File: src/rtl/chop_pkg.sv
package chop_pkg;

    localparam int PLAN_W = 16;

    typedef enum logic [1:0] {
        BR_DRIVE = 2'b00,
        BR_FAST  = 2'b01,
        BR_SLOW  = 2'b10
    } bridge_e;

    typedef struct packed {
        logic [PLAN_W-1:0] total;
        logic [PLAN_W-1:0] fast;
    } off_plan_t;

    function automatic logic [PLAN_W-1:0] fast_share(input logic [PLAN_W-1:0] t,
                                                     input logic [1:0] dsel);
        case (dsel)
            2'b01:   fast_share = t >> 2;
            2'b10:   fast_share = t >> 1;
            2'b11:   fast_share = t;
            default: fast_share = '0;
        endcase
    endfunction

endpackage

File: src/rtl/chop_sel_decode.sv
module chop_sel_decode
    import chop_pkg::*;
#(
    parameter int T_OFF_LO  = 1400,
    parameter int T_OFF_MID = 760,
    parameter int T_OFF_HI  = 405
) (
    input  logic [1:0] toff_sel,
    input  logic [1:0] decay_sel,
    output off_plan_t  plan
);
    logic [PLAN_W-1:0] total;

    always_comb begin
        case (toff_sel)
            2'b00:   total = PLAN_W'(T_OFF_LO);
            2'b10:   total = PLAN_W'(T_OFF_HI);
            default: total = PLAN_W'(T_OFF_MID);
        endcase
        plan.total = total;
        plan.fast  = fast_share(total, decay_sel);
    end
endmodule

File: src/rtl/chop_dead_gen.sv
module chop_dead_gen #(
    parameter int T_DEAD = 40
) (
    input  logic clk,
    input  logic clr,
    input  logic start,
    output logic busy
);
    localparam int DW = (T_DEAD < 1) ? 1 : $clog2(T_DEAD + 1);

    logic [DW-1:0] cnt;

    always_ff @(posedge clk) begin
        if (clr)
            cnt <= '0;
        else if (start)
            cnt <= DW'(T_DEAD);
        else if (cnt != '0)
            cnt <= cnt - 1'b1;
    end

    assign busy = (cnt != '0);
endmodule

File: src/rtl/coil_chopper.sv
module coil_chopper
    import chop_pkg::*;
#(
    parameter int T_OFF_LO  = 1400,
    parameter int T_OFF_MID = 760,
    parameter int T_OFF_HI  = 405,
    parameter int T_BLANK   = 35,
    parameter int T_DEAD    = 40
) (
    input  logic       clk,
    input  logic       rst,
    input  logic       disable_i,
    input  logic       trip_i,
    input  logic [1:0] toff_sel_i,
    input  logic [1:0] decay_sel_i,
    output logic [1:0] bridge_o,
    output logic       dead_o
);
    localparam int BW = (T_BLANK < 1) ? 1 : $clog2(T_BLANK + 1);
    localparam logic [BW-1:0] BLANK_INIT = BW'(T_BLANK);

    bridge_e           mode_q, mode_d;
    logic [BW-1:0]     blank_q, blank_d;
    logic [PLAN_W-1:0] off_q, off_d, fast_q, fast_d;
    off_plan_t         plan;
    logic              dead_busy, dead_start;

    chop_sel_decode #(
        .T_OFF_LO (T_OFF_LO),
        .T_OFF_MID(T_OFF_MID),
        .T_OFF_HI (T_OFF_HI)
    ) u_dec (
        .toff_sel (toff_sel_i),
        .decay_sel(decay_sel_i),
        .plan     (plan)
    );

    always_comb begin
        mode_d  = mode_q;
        blank_d = blank_q;
        off_d   = off_q;
        fast_d  = fast_q;
        if (!dead_busy) begin
            case (mode_q)
                BR_DRIVE: begin
                    if (blank_q != '0) begin
                        blank_d = blank_q - 1'b1;
                    end else if (trip_i) begin
                        off_d  = plan.total;
                        fast_d = plan.fast;
                        mode_d = (plan.fast != '0) ? BR_FAST : BR_SLOW;
                    end
                end
                BR_FAST: begin
                    off_d  = off_q - 1'b1;
                    fast_d = fast_q - 1'b1;
                    if (off_q == PLAN_W'(1)) begin
                        mode_d  = BR_DRIVE;
                        blank_d = BLANK_INIT;
                    end else if (fast_q == PLAN_W'(1)) begin
                        mode_d = BR_SLOW;
                    end
                end
                BR_SLOW: begin
                    if (off_q == PLAN_W'(1)) begin
                        mode_d  = BR_DRIVE;
                        blank_d = BLANK_INIT;
                    end else begin
                        off_d = off_q - 1'b1;
                    end
                end
                default: mode_d = BR_DRIVE;
            endcase
        end
    end

    assign dead_start = (mode_d != mode_q) && !disable_i;

    always_ff @(posedge clk) begin
        if (rst || disable_i) begin
            mode_q  <= BR_DRIVE;
            blank_q <= BLANK_INIT;
            off_q   <= '0;
            fast_q  <= '0;
        end else begin
            mode_q  <= mode_d;
            blank_q <= blank_d;
            off_q   <= off_d;
            fast_q  <= fast_d;
        end
    end

    chop_dead_gen #(.T_DEAD(T_DEAD)) u_dead (
        .clk  (clk),
        .clr  (rst || disable_i),
        .start(dead_start),
        .busy (dead_busy)
    );

    assign bridge_o = mode_q;
    assign dead_o   = disable_i | dead_busy;

    // only the three legal bridge codes ever appear
    assert_legal_code_R6: assert property (@(posedge clk) disable iff (rst)
        bridge_o != 2'b11);

    // slow decay is never followed by fast decay
    assert_fast_first_R6: assert property (@(posedge clk) disable iff (rst)
        ($past(mode_q) == BR_SLOW) |-> (mode_q != BR_FAST));

    // leaving drive requires an accepted comparator trip
    assert_trip_ends_drive_R2: assert property (@(posedge clk) disable iff (rst)
        ($past(mode_q) == BR_DRIVE && mode_q != BR_DRIVE) |-> $past(trip_i));

    // a new bridge code is always accompanied by the all-off gap
    assert_dead_on_change_R7: assert property (@(posedge clk) disable iff (rst)
        (!$past(disable_i) && mode_q != $past(mode_q)) |-> dead_o);

    // after a disabled cycle the bridge is back at drive
    assert_disable_restart_R8: assert property (@(posedge clk) disable iff (rst)
        $past(disable_i) |-> (mode_q == BR_DRIVE));
endmodule

File: config.mk
export PLATFORM = sky130hd
export DESIGN_NAME = coil_chopper
export DESIGN_NICKNAME = d
export VERILOG_FILES = /design/src/rtl/chop_pkg.sv /design/src/rtl/chop_sel_decode.sv /design/src/rtl/chop_dead_gen.sv /design/src/rtl/coil_chopper.sv
export SDC_FILE = /design/constraint.sdc
export NUM_CORES = 1
export LEC_CHECK = 0
export ABC_AREA = 0
export CAP_MARGIN = 20
export CORE_MARGIN = 5
export CORE_UTILIZATION = 59
export CTS_CLUSTER_DIAMETER = 40
export DETAILED_ROUTE_END_ITERATION = 8
export DONT_BUFFER_PORTS = 1
export PLACE_DENSITY_LB_ADDON = 0.05
export RECOVER_POWER = 50
export SLEW_MARGIN = 10
export SYNTH_ARGS = -nofsm -noshare
export SYNTH_HDL_FRONTEND = slang
export SYNTH_SLANG_ARGS = --single-unit
File: constraint.sdc
create_clock -name clk -period 3.6 [get_ports clk]
set_input_delay 0.72 -clock clk [delete_from_list [all_inputs] [get_ports clk]]
set_output_delay 0.72 -clock clk [all_outputs]
set_load 0.01 [all_outputs]
# After elaboration in Yosys (flattened, before gate mapping)
# Cells that the tools add are included.
# classes
n_mux	22
bitwise_logic	2
reduce_logical	17
add_sub_neg	4
eq_ne	14
# op_table
operator	count
$pmux W16 S3	2
$mux W16	5
$eq A16 B1 Y1 const B	2
$pmux W16 S2	1
$sub A16 B1 Y16 const B	2
$mux W6	4
$pmux W11 S2	1
$reduce_bool A16 Y1	1
$mux W2	7
$pmux W6 S2	1
$reduce_bool A6 Y1	2
$sub A6 B1 Y6 const B	2
$eq A2 B2 Y1 const B	4
$ne A2 B2 Y1 const B	4
$reduce_and A4 Y1	2
$pmux W2 S3	1
$reduce_bool A2 Y1	3
$reduce_and A5 Y1	1
$eq A2 B1 Y1 const B	2
$logic_not A2 Y1	2
$reduce_or A2 Y1	2
$reduce_bool A3 Y1	1
$ne A2 B1 Y1 const B	1
$ne A2 B2 Y1	1
other kinds (5)	5
# word_totals
output_inout_bits	3
word_cells	65
regBits	46

# Logic depth before layout (Yosys ltp)
# Gate-level depths: netlist of the first run.
# logic_depth
depth_word	12
ltp_mapped	10
depth_no_buf	8

# Hierarchy
# From an unflattened synthesis of the first run, not the netlist that was laid out.
# hier_totals
cells_unflattened	454
hier_area_um2	3503.4
# by_module_without_submodules
module	area_each_um2	cells_per_inst	seq_area_each_um2	instances
coil_chopper	2899.0	374	800.8	1
chop_dead_gen	314.1	32	120.1	1
chop_sel_decode	290.3	48	0.0	1

# Worst setup path before layout of the first run
# Ideal clock, no wire load.
# synth_path
path_type	input port to flip-flop
startpoint	in trip_i
endpoint	reg fast_q[11]
setup_ns	0.133
arrival_ns	2.074
cell_stages	6
setup_slack_ns	1.393
required_ns	3.467
cell_sequence	or3b_2 nor3_2 o21ai_1 nor4_1 xnor2_1 nor2_1
# synth_via
elab_chain_cells	2
# synth_lines
item	line	source
start: declaration	coil_chopper.sv:13	input logic trip_i,
$ne A2 B2 Y1 (no line)	-	
$reduce_and A4 Y1 (no line)	-	
end signal: assignment	coil_chopper.sv:89	fast_q <= fast_d;
end: declaration	coil_chopper.sv:24	logic [PLAN_W-1:0] off_q, off_d, fast_q, fast_d;
# Every way passes these cells.
# A chain may end at the register's enable or synchronous reset.

# Final worst setup path of the first run
# layout_path
startpoint	reg mode_q[1], in the netlist bridge_o[1]
endpoint	reg fast_q[15]
# layout_via
elab_chain_cells	3
elab_cells_between_ends	7
cone_classes	eq/ne (3); mux (1); reduce/logical (3)
# layout_lines
item	line	source
start: declaration	coil_chopper.sv:22	bridge_e mode_q, mode_d;
start signal: assignment	coil_chopper.sv:86	mode_q <= mode_d;
$eq A2 B1 Y1 or $logic_not A2 Y1 (tied branches)	coil_chopper.sv:44	case (mode_q)
$reduce_bool A2 Y1 (no line) or $ne A2 B2 Y1 (tied branches)	-	
$reduce_and A4 Y1 (no line)	-	
# Parallel ways exist; a longest one is shown, timed or not.

==> summary.md, run 1 <==
After synthesis, the cell types taking the most area are dfxtp_1 (30%), a21oi_1 (5.9%), nand2_1 (5.4%). After clock tree synthesis, the repair step resized 0 gates. Summing the areas of all and, or, nand and nor instances in the mapped netlist gives 31.4% of the synthesized area. In this run, distinct cell masters in the synthesized netlist total 56.

Combinational family with the most area after synthesis: simple AND/OR/NAND/NOR gates. The logs give 3.10 ns for the worst endpoint data arrival time and 5 for the number of buffers created by CTS. The area overhead of the layout relative to synthesis works out to 2.93%. The total wirelength of the detailed-routed design is 6790 um. The number of setup buffers added after CTS is 0. For this run, the top clock speed supported by timing is 348 MHz. The synthesized area divided by synthesized cell count works out to 7.51 um2.

TritonCTS built the clock tree. The floorplan has 26 rows. For this run, the post-layout net count is 414. Cells with a size suffix above 1 make up 5.58% of the layout. The run gives 0 as the number of hold buffers added after cts. Measured on the finished design, the core utilization comes to 61.9%. The final number of hold-violating endpoints was 0; the count of boundary I/O pins was 11. The total area inside the core boundary comes to 5040 um2. The run gives 3030 um2 as the post-synthesis instance area.

The H-tree was split into 2 levels. The instance count after placement with tap cells included was 457; the depth of the most critical reg-to-reg path was 9. Dividing the detail-routed via count by the number of cells gives 6.19. Yosys mapped a number of flops with a built-in enable equal to 0. For the worst setup path, the data required time is 3.82 ns.

The post-synthesis cell count is 404. For the finished layout, the period the worst path requires is 2.88 ns. The layout has 489 filler cells. Clock skew on the completed layout was measured at 0.0101 ns. The run gives 0.723 ns as the final critical-path setup slack. The run finished with clean final reports.

The power per standard cell area came out at 445 nW/um2. STA classifies the critical path startpoint as a flop. The insertion delay to the later sink of the worst-skew pair is 0.30 ns, and the die boundary height is 81.7 um. The logs give 0 for the number of endpoints failing setup at the final stage and 0.478 ns for the hold slack. The final-report max-slew violation count came out at 0. The tools report the leakage power figure as 1.11 nW.

Main flop type after synthesis: dfxtp_1. Final worst-path cycle share: 79.9%. Measured against its own limit, the worst slew margin works out to 51.6%. In the final routed layout, each cell accounts on average for 14.6 um. The run gives 0 as the yosys synthesis warning count. The cell sitting at the root of the clock tree is a clkbuf_8.

Of all flip-flops after synthesis, the portion carrying an async set or reset was 0%. The area share of the largest cell type after synthesis is 30.4%, and the number of port buffers is 0. In the layout the commonest cells are dfxtp_1 (46), nand2_1 (44), nor2_1 (37). The initial utilization of the core area, before any placement, comes to 60.1%.

IR analysis of the VDD net gives a maximum drop of 339 uV. Global routing used 22.6% of the available tracks. After global routing the overflow that remains totals 0. The antenna diode count was 0. The overall die width is 81.7 um, and the DRC violation total after the first TritonRoute iteration is 132.

Once detail routing completed, the nets flagged for antenna violations numbered 0. At the end of routability-driven placement, the weighted congestion stood at 0.852. The tightest min-delay check is of the reg -> reg type. The tools report the HPWL after detailed placement as 4860 um. The tools report the clock net sink count as 46.

The floorplan die area is 6670 um2. Most common library cell in the layout ignoring fill and taps: dfxtp_1. Counting instances, the worst hold path has a depth of 2. The clock passes through at most 2 buffers. The tools report the part of the Yosys area used for sequential elements as 30.4%. Transition time of the tightest slew-check pin: 0.726 ns. For this run, design rule violations remaining after detail routing come to 0.

The number of detailed-routing iterations run before antenna repair is 4, and the synthesized-area fraction occupied by xor and xnor cells is 3.18%. The number of antenna violations at the first check in global routing is 0, and the register bit total from synthesis is 46. For the number of nets in the synthesized netlist, the log shows 423. The largest net degree at the start of global routing was 32; the number of vias after detailed routing was 2873.

The via count of the first global-routing pass is 2713, and the compound-cell area share of the yosys netlist is 24.1%. Setup repair after global routing left no endpoint under its margin. The first-pass GRT wire length was 12100 um; the adder-cell area share of the yosys netlist was 4.54%. The critical path is of the reg -> reg type. At the placement stage, the worst setup path has a slack of 1.00 ns. The final setup TNS came out at 0 ns.

The clock-pin slew of the registers on the worst-case setup and hold paths is 0.08 ns, and the largest fanout of any net on the critical path is 21. The logs give 0 for the number of max-cap violations and 464 for the final instance count without filler cells. Kind of end point of the critical path: a flop.

The proportion of synthesized area in mux cells is 1.44%. Of all cell types, the one taking the most synthesized area is dfxtp_1.
## area by class of cell
cell class	instances	area (um2)	share of cell area, %
sequential	46	921	29.5
inverter	15	56.3	1.80
tap	70	87.6	2.81
multi-input combinational	320	1930	61.9
timing repair buffer	7	41.3	1.32
clock buffer	6	82.6	2.65
## per-layer routing
layer | global-route usage, % | wire length, um | part of all wire (%) | vias to the layer above
met2 | 35.7 | 3020 | 45 | 88
met1 | 30.0 | 3240 | 48 | 1311
met5 | 0 | 0 | 0 | -
met4 | 8.97 | 90 | 1.3 | 0
li1 | - | - | - | 1462
met3 | 4.71 | 436 | 6.4 | 12
## path summary, 6_finish.rpt
| kind | startpoint | to | slack [ns] |
|---|---|---|---|
| min reg2reg | off_q[1] | off_q[1] | 0.48 |
| min | off_q[1] | off_q[1] | 0.48 |
| max | bridge_o[1] | fast_q[15] | 0.72 |
| max reg2reg | bridge_o[1] | fast_q[15] | 0.72 |
## cells by family after synthesis
logic type                 Yosys count
DFF                                 46
buffers and inverters               38
AOI/OAI and AO/OA                  120
and+or+nand+nor                    175
xor gates and xnor gates            11
muxes                                3
adders and majority gates           11
## state kept, by name (all words and copies together) (netlist names)
signal,cells
fast_q,16
off_q,16
blank_q,6
u_dead.cnt,6
bridge_o,2
## Yosys cell counts, types with 4 or more instances
library cell	n
or3_1	8
dfxtp_1	46
ha_1	11
xnor2_1	9
a211oi_1	4
nor3_1	24
nand4_1	4
o32ai_1	7
o21ai_0	33
a21oi_1	36
nor4_1	8
o22ai_1	4
nand2b_1	7
a31oi_1	7
nand3_1	5
clkbuf_1	18
inv_1	15
nand2_1	44
nor2_1	37
nor2b_1	7
o21ai_1	5
or4_1	7
## worst max-delay path, stage by stage, from the launching register on
cell and delay (ns):
dfxtp_1 0.53, inv_1 0.15, ha_1 0.21, buf_4 0.20, inv_1 0.31, nor2_1 0.11, o21ai_0 0.17, clkbuf_1 0.58
o21ai_0 0.36, a21oi_1 0.19
## where the power goes
part           internal [mW]  switching (mW)  total [mW]
clock network          0.148           0.170       0.318
registers              0.540          0.0264       0.566
logic                  0.196           0.308       0.503
total                  0.884           0.504        1.39
## through the flow
stage	cell area [um2]	power [mW]
after floorplan	3030	1.00
after global placement	3080	1.11
after detailed placement	3080	1.11
after CTS	3160	1.42
after global routing	3120	1.48
final	3120	1.39
Power figures use the tool's default switching activity.
==> run 2, diff against run 1 <==
==> constraint.sdc (replaced) <==
create_clock -name clk -period 2.8 [get_ports clk]
set_input_delay 0.56 -clock clk [delete_from_list [all_inputs] [get_ports clk]]
set_output_delay 0.56 -clock clk [all_outputs]
set_load 0.01 [all_outputs]
==> run 2 against run 1 <==
  * Flip-flop and latch count is the same
  * Core utilization grew 0.37 points
  * Setup slack lost 0.56 ns
==> summary.md, run 2 (synthesis results as in run 1) <==
The run finished with clean final reports. The clock-pin slew of the registers on the worst-case setup and hold paths was 0.09 ns (about the same); the number of max-cap violations was 0 (unchanged). The count of antenna-violating nets left after detailed routing came out at 0 (unchanged).

The destination of the worst hold path is off_q[10]. For the post-route clock skew, the log shows 0.0128 ns (+0.00273 ns). The run gives 30.0% (-0.034 points) as the routing usage on met1. The overall power of the completed layout was 1.79 mW (+29%). The tools report the hold path startpoint as off_q[10]. The largest vdd supply drop is 327 uV (-3.5%), and the maximum buffer depth of the clock tree is 2 (unchanged).

For the core area, the log shows 5040 um2 (unchanged). Worst hold path stage count: 2 (unchanged). The met3 global-route usage came out at 3.84% (-0.88 points). The time the final worst path needs with I/O delays and setup is 2.63 ns (-0.243 ns), and the met2 usage in global routing is 38.8% (+3.1 points).

The logs give 0.865 (+1.5%) for the global placer's final weighted congestion and 26 (unchanged) for the number of cell rows. HPWL after detailed placement: 4920 um (+1.3%). For the number of antenna violations at the first check in global routing, the log shows 0 (unchanged). The nature of the critical path startpoint was a flop.

The worst reg-to-reg setup slack came out at 0.17 ns (-0.56 ns). For the worst endpoint data arrival time, the log shows 2.83 ns (-0.27 ns). The run gives 0 (unchanged) as the post-CTS setup repair buffer count.

In the final layout, the registers with the most flip-flops are fast_q (16), off_q (16). Total routing resource utilization after global routing: 22.9% (+0.35 points). The largest fanout of any net on the critical path is 8 (-62%), and the number of hold buffers added after cts is 0 (unchanged). Depth of the most critical reg-to-reg path: 7 (-2). The number of port buffers is 0 (unchanged).

By startpoint and endpoint, the worst setup path is classified as reg -> reg. The largest net degree at the start of global routing is 42 (+31%). The number of detailed-routing iterations run before antenna repair came out at 4 (unchanged). The tools report the insertion delay to the later sink of the worst-skew pair as 0.30 ns (about the same).

The sum of overflow across all layers after global routing was 0 (unchanged); the transition time of the tightest slew-check pin was 1.11 ns (+0.388 ns). Maximum operating frequency: 380 MHz (+9.2%). The min-delay analysis places its worst path in the category reg -> reg.

The clock net sink count is 46 (unchanged), and the number of gates resized after CTS is 0 (unchanged). Setup repair after global routing left no endpoint under its margin. The worst register-to-register path ends at blank_q[5]. The tools report the worst path required time as 2.99 ns (-0.83 ns). The DRC violation total after the first TritonRoute iteration came out at 154 (+17%). The first-pass GRT wire length came out at 12100 um (+0.11%).

The launch point of the worst reg-to-reg path is off_q[8]. The number of vias after detailed routing came out at 2854 (-0.66%). The signal on the critical path passes through or4_4 > nor4_1 > clkbuf_1 > mux2i_1 > nor4_2 > xnor2_1 > nand2_1. The via count of the first global-routing pass is 2679 (-1.3%).

Leaving out fill and tap cells, the most frequent cell in the layout is dfxtp_1. The total wirelength of the detailed-routed design is 6910 um (+1.8%). The leakage power figure was 1.13 nW (+1.1%); the final worst-path cycle share was 94.1% (+14 points). The run gives 0 (unchanged) as the antenna diode count.

For the final-report max-slew violation count, the log shows 0 (unchanged). The die boundary height works out to 81.7 um (unchanged). The overall die width is 81.7 um (unchanged).

The maximum single-stage delay on the critical path came out at 0.52 ns (-0.06 ns). The number of buffers created by CTS is 5 (unchanged), and the final number of hold-violating endpoints is 0 (unchanged). Cell with the biggest individual delay on the critical path: or4_4. The post-route DRC violation count is 0 (unchanged). Number of endpoints failing setup at the final stage: 0 (unchanged). The most congested layer reported by global routing is met2.

The effective utilization at floorplan was 60.1% (unchanged). The share of cells above drive strength 1 was 6.77% (+1.2 points); the detailed-route vias per instance was 6.09 (-1.7%). Clock tree root driver cell: clkbuf_8. The library cells used most frequently in the layout, excluding fill and tap cells, are dfxtp_1 (46), nand2_1 (44), nor2_1 (37).

The power per standard cell area was 571 nW/um2 (+28%); the floorplan die area was 6670 um2 (unchanged). The area overhead of the layout relative to synthesis is 3.55%, and the worst slew margin relative to its limit is 25.2% (-26 points). The count of boundary I/O pins is 11 (unchanged).

Kind of end point of the critical path: a flop. The final layout net count is 418 (+0.97%), and the routed length per instance is 14.7 um (+0.68%). The tools report the final setup TNS as 0 ns (unchanged).

TritonCTS built the clock tree. H-tree level count: 2 (unchanged).
-- run 2: layout make-up --
class,count,area [um2]
Timing Repair Buffer,11,61.3
Multi-Input combinational cell,320,1940
Tap cell,70,87.6
Sequential cell,46,921
Fill cell,500,1900
Inverter,15,56.3
Clock inverter,2,10.0
Clock buffer,5,68.8
-- run 2: worst max path at each step --
stage                startpoint    endpoint  slack, ns  depth (start not counted)
finish                 off_q[8]  blank_q[5]       0.17                          7
global route         blank_q[0]  fast_q[11]       0.01                          7
global placement     blank_q[0]  fast_q[11]       0.28                          8
floorplan           bridge_o[1]   fast_q[0]       0.68                          9
CTS                  blank_q[0]  fast_q[14]       0.22                          7
detailed placement   blank_q[0]  fast_q[13]       0.22                          7
-- run 2: power by group --
part	switching, mW	total [mW]	leakage, nW	internal (mW)
Clock	0.221	0.389	0.0438	0.168
Combinational	0.415	0.676	0.711	0.261
Sequential	0.0346	0.728	0.371	0.694
-- run 2: worst max-delay path: cells and delay by family, from the launching register on --
kind,cells,cell delay (ns)
AND/OR/NAND/NOR,4,1.34
flip-flops,1,0.35
buffers and inverters,1,0.35
multiplexers,1,0.31
XOR/XNOR,1,0.18
-- run 2: layer usage --
layer  vias to the layer above  share of wire [%]
li1                       1471                  -
met5                         -                  0
met4                         0               0.88
met3                         5                5.5
met2                        58                 46
met1                      1320                 48
-- run 2: metrics by stage --
stage	util [%]	instance area (um2)	cells	hold WS, ns	worst slack (ns)
final	62.3	3140	469	0.480	0.166
after global routing	62.3	3140	469	0.516	0.0106
after detailed placement	61.8	3120	462	0.473	0.224
after global placement	61.8	3120	462	0.460	0.282
after floorplan	-	3030	404	0.449	0.684
after CTS	63.3	3190	469	0.485	0.218
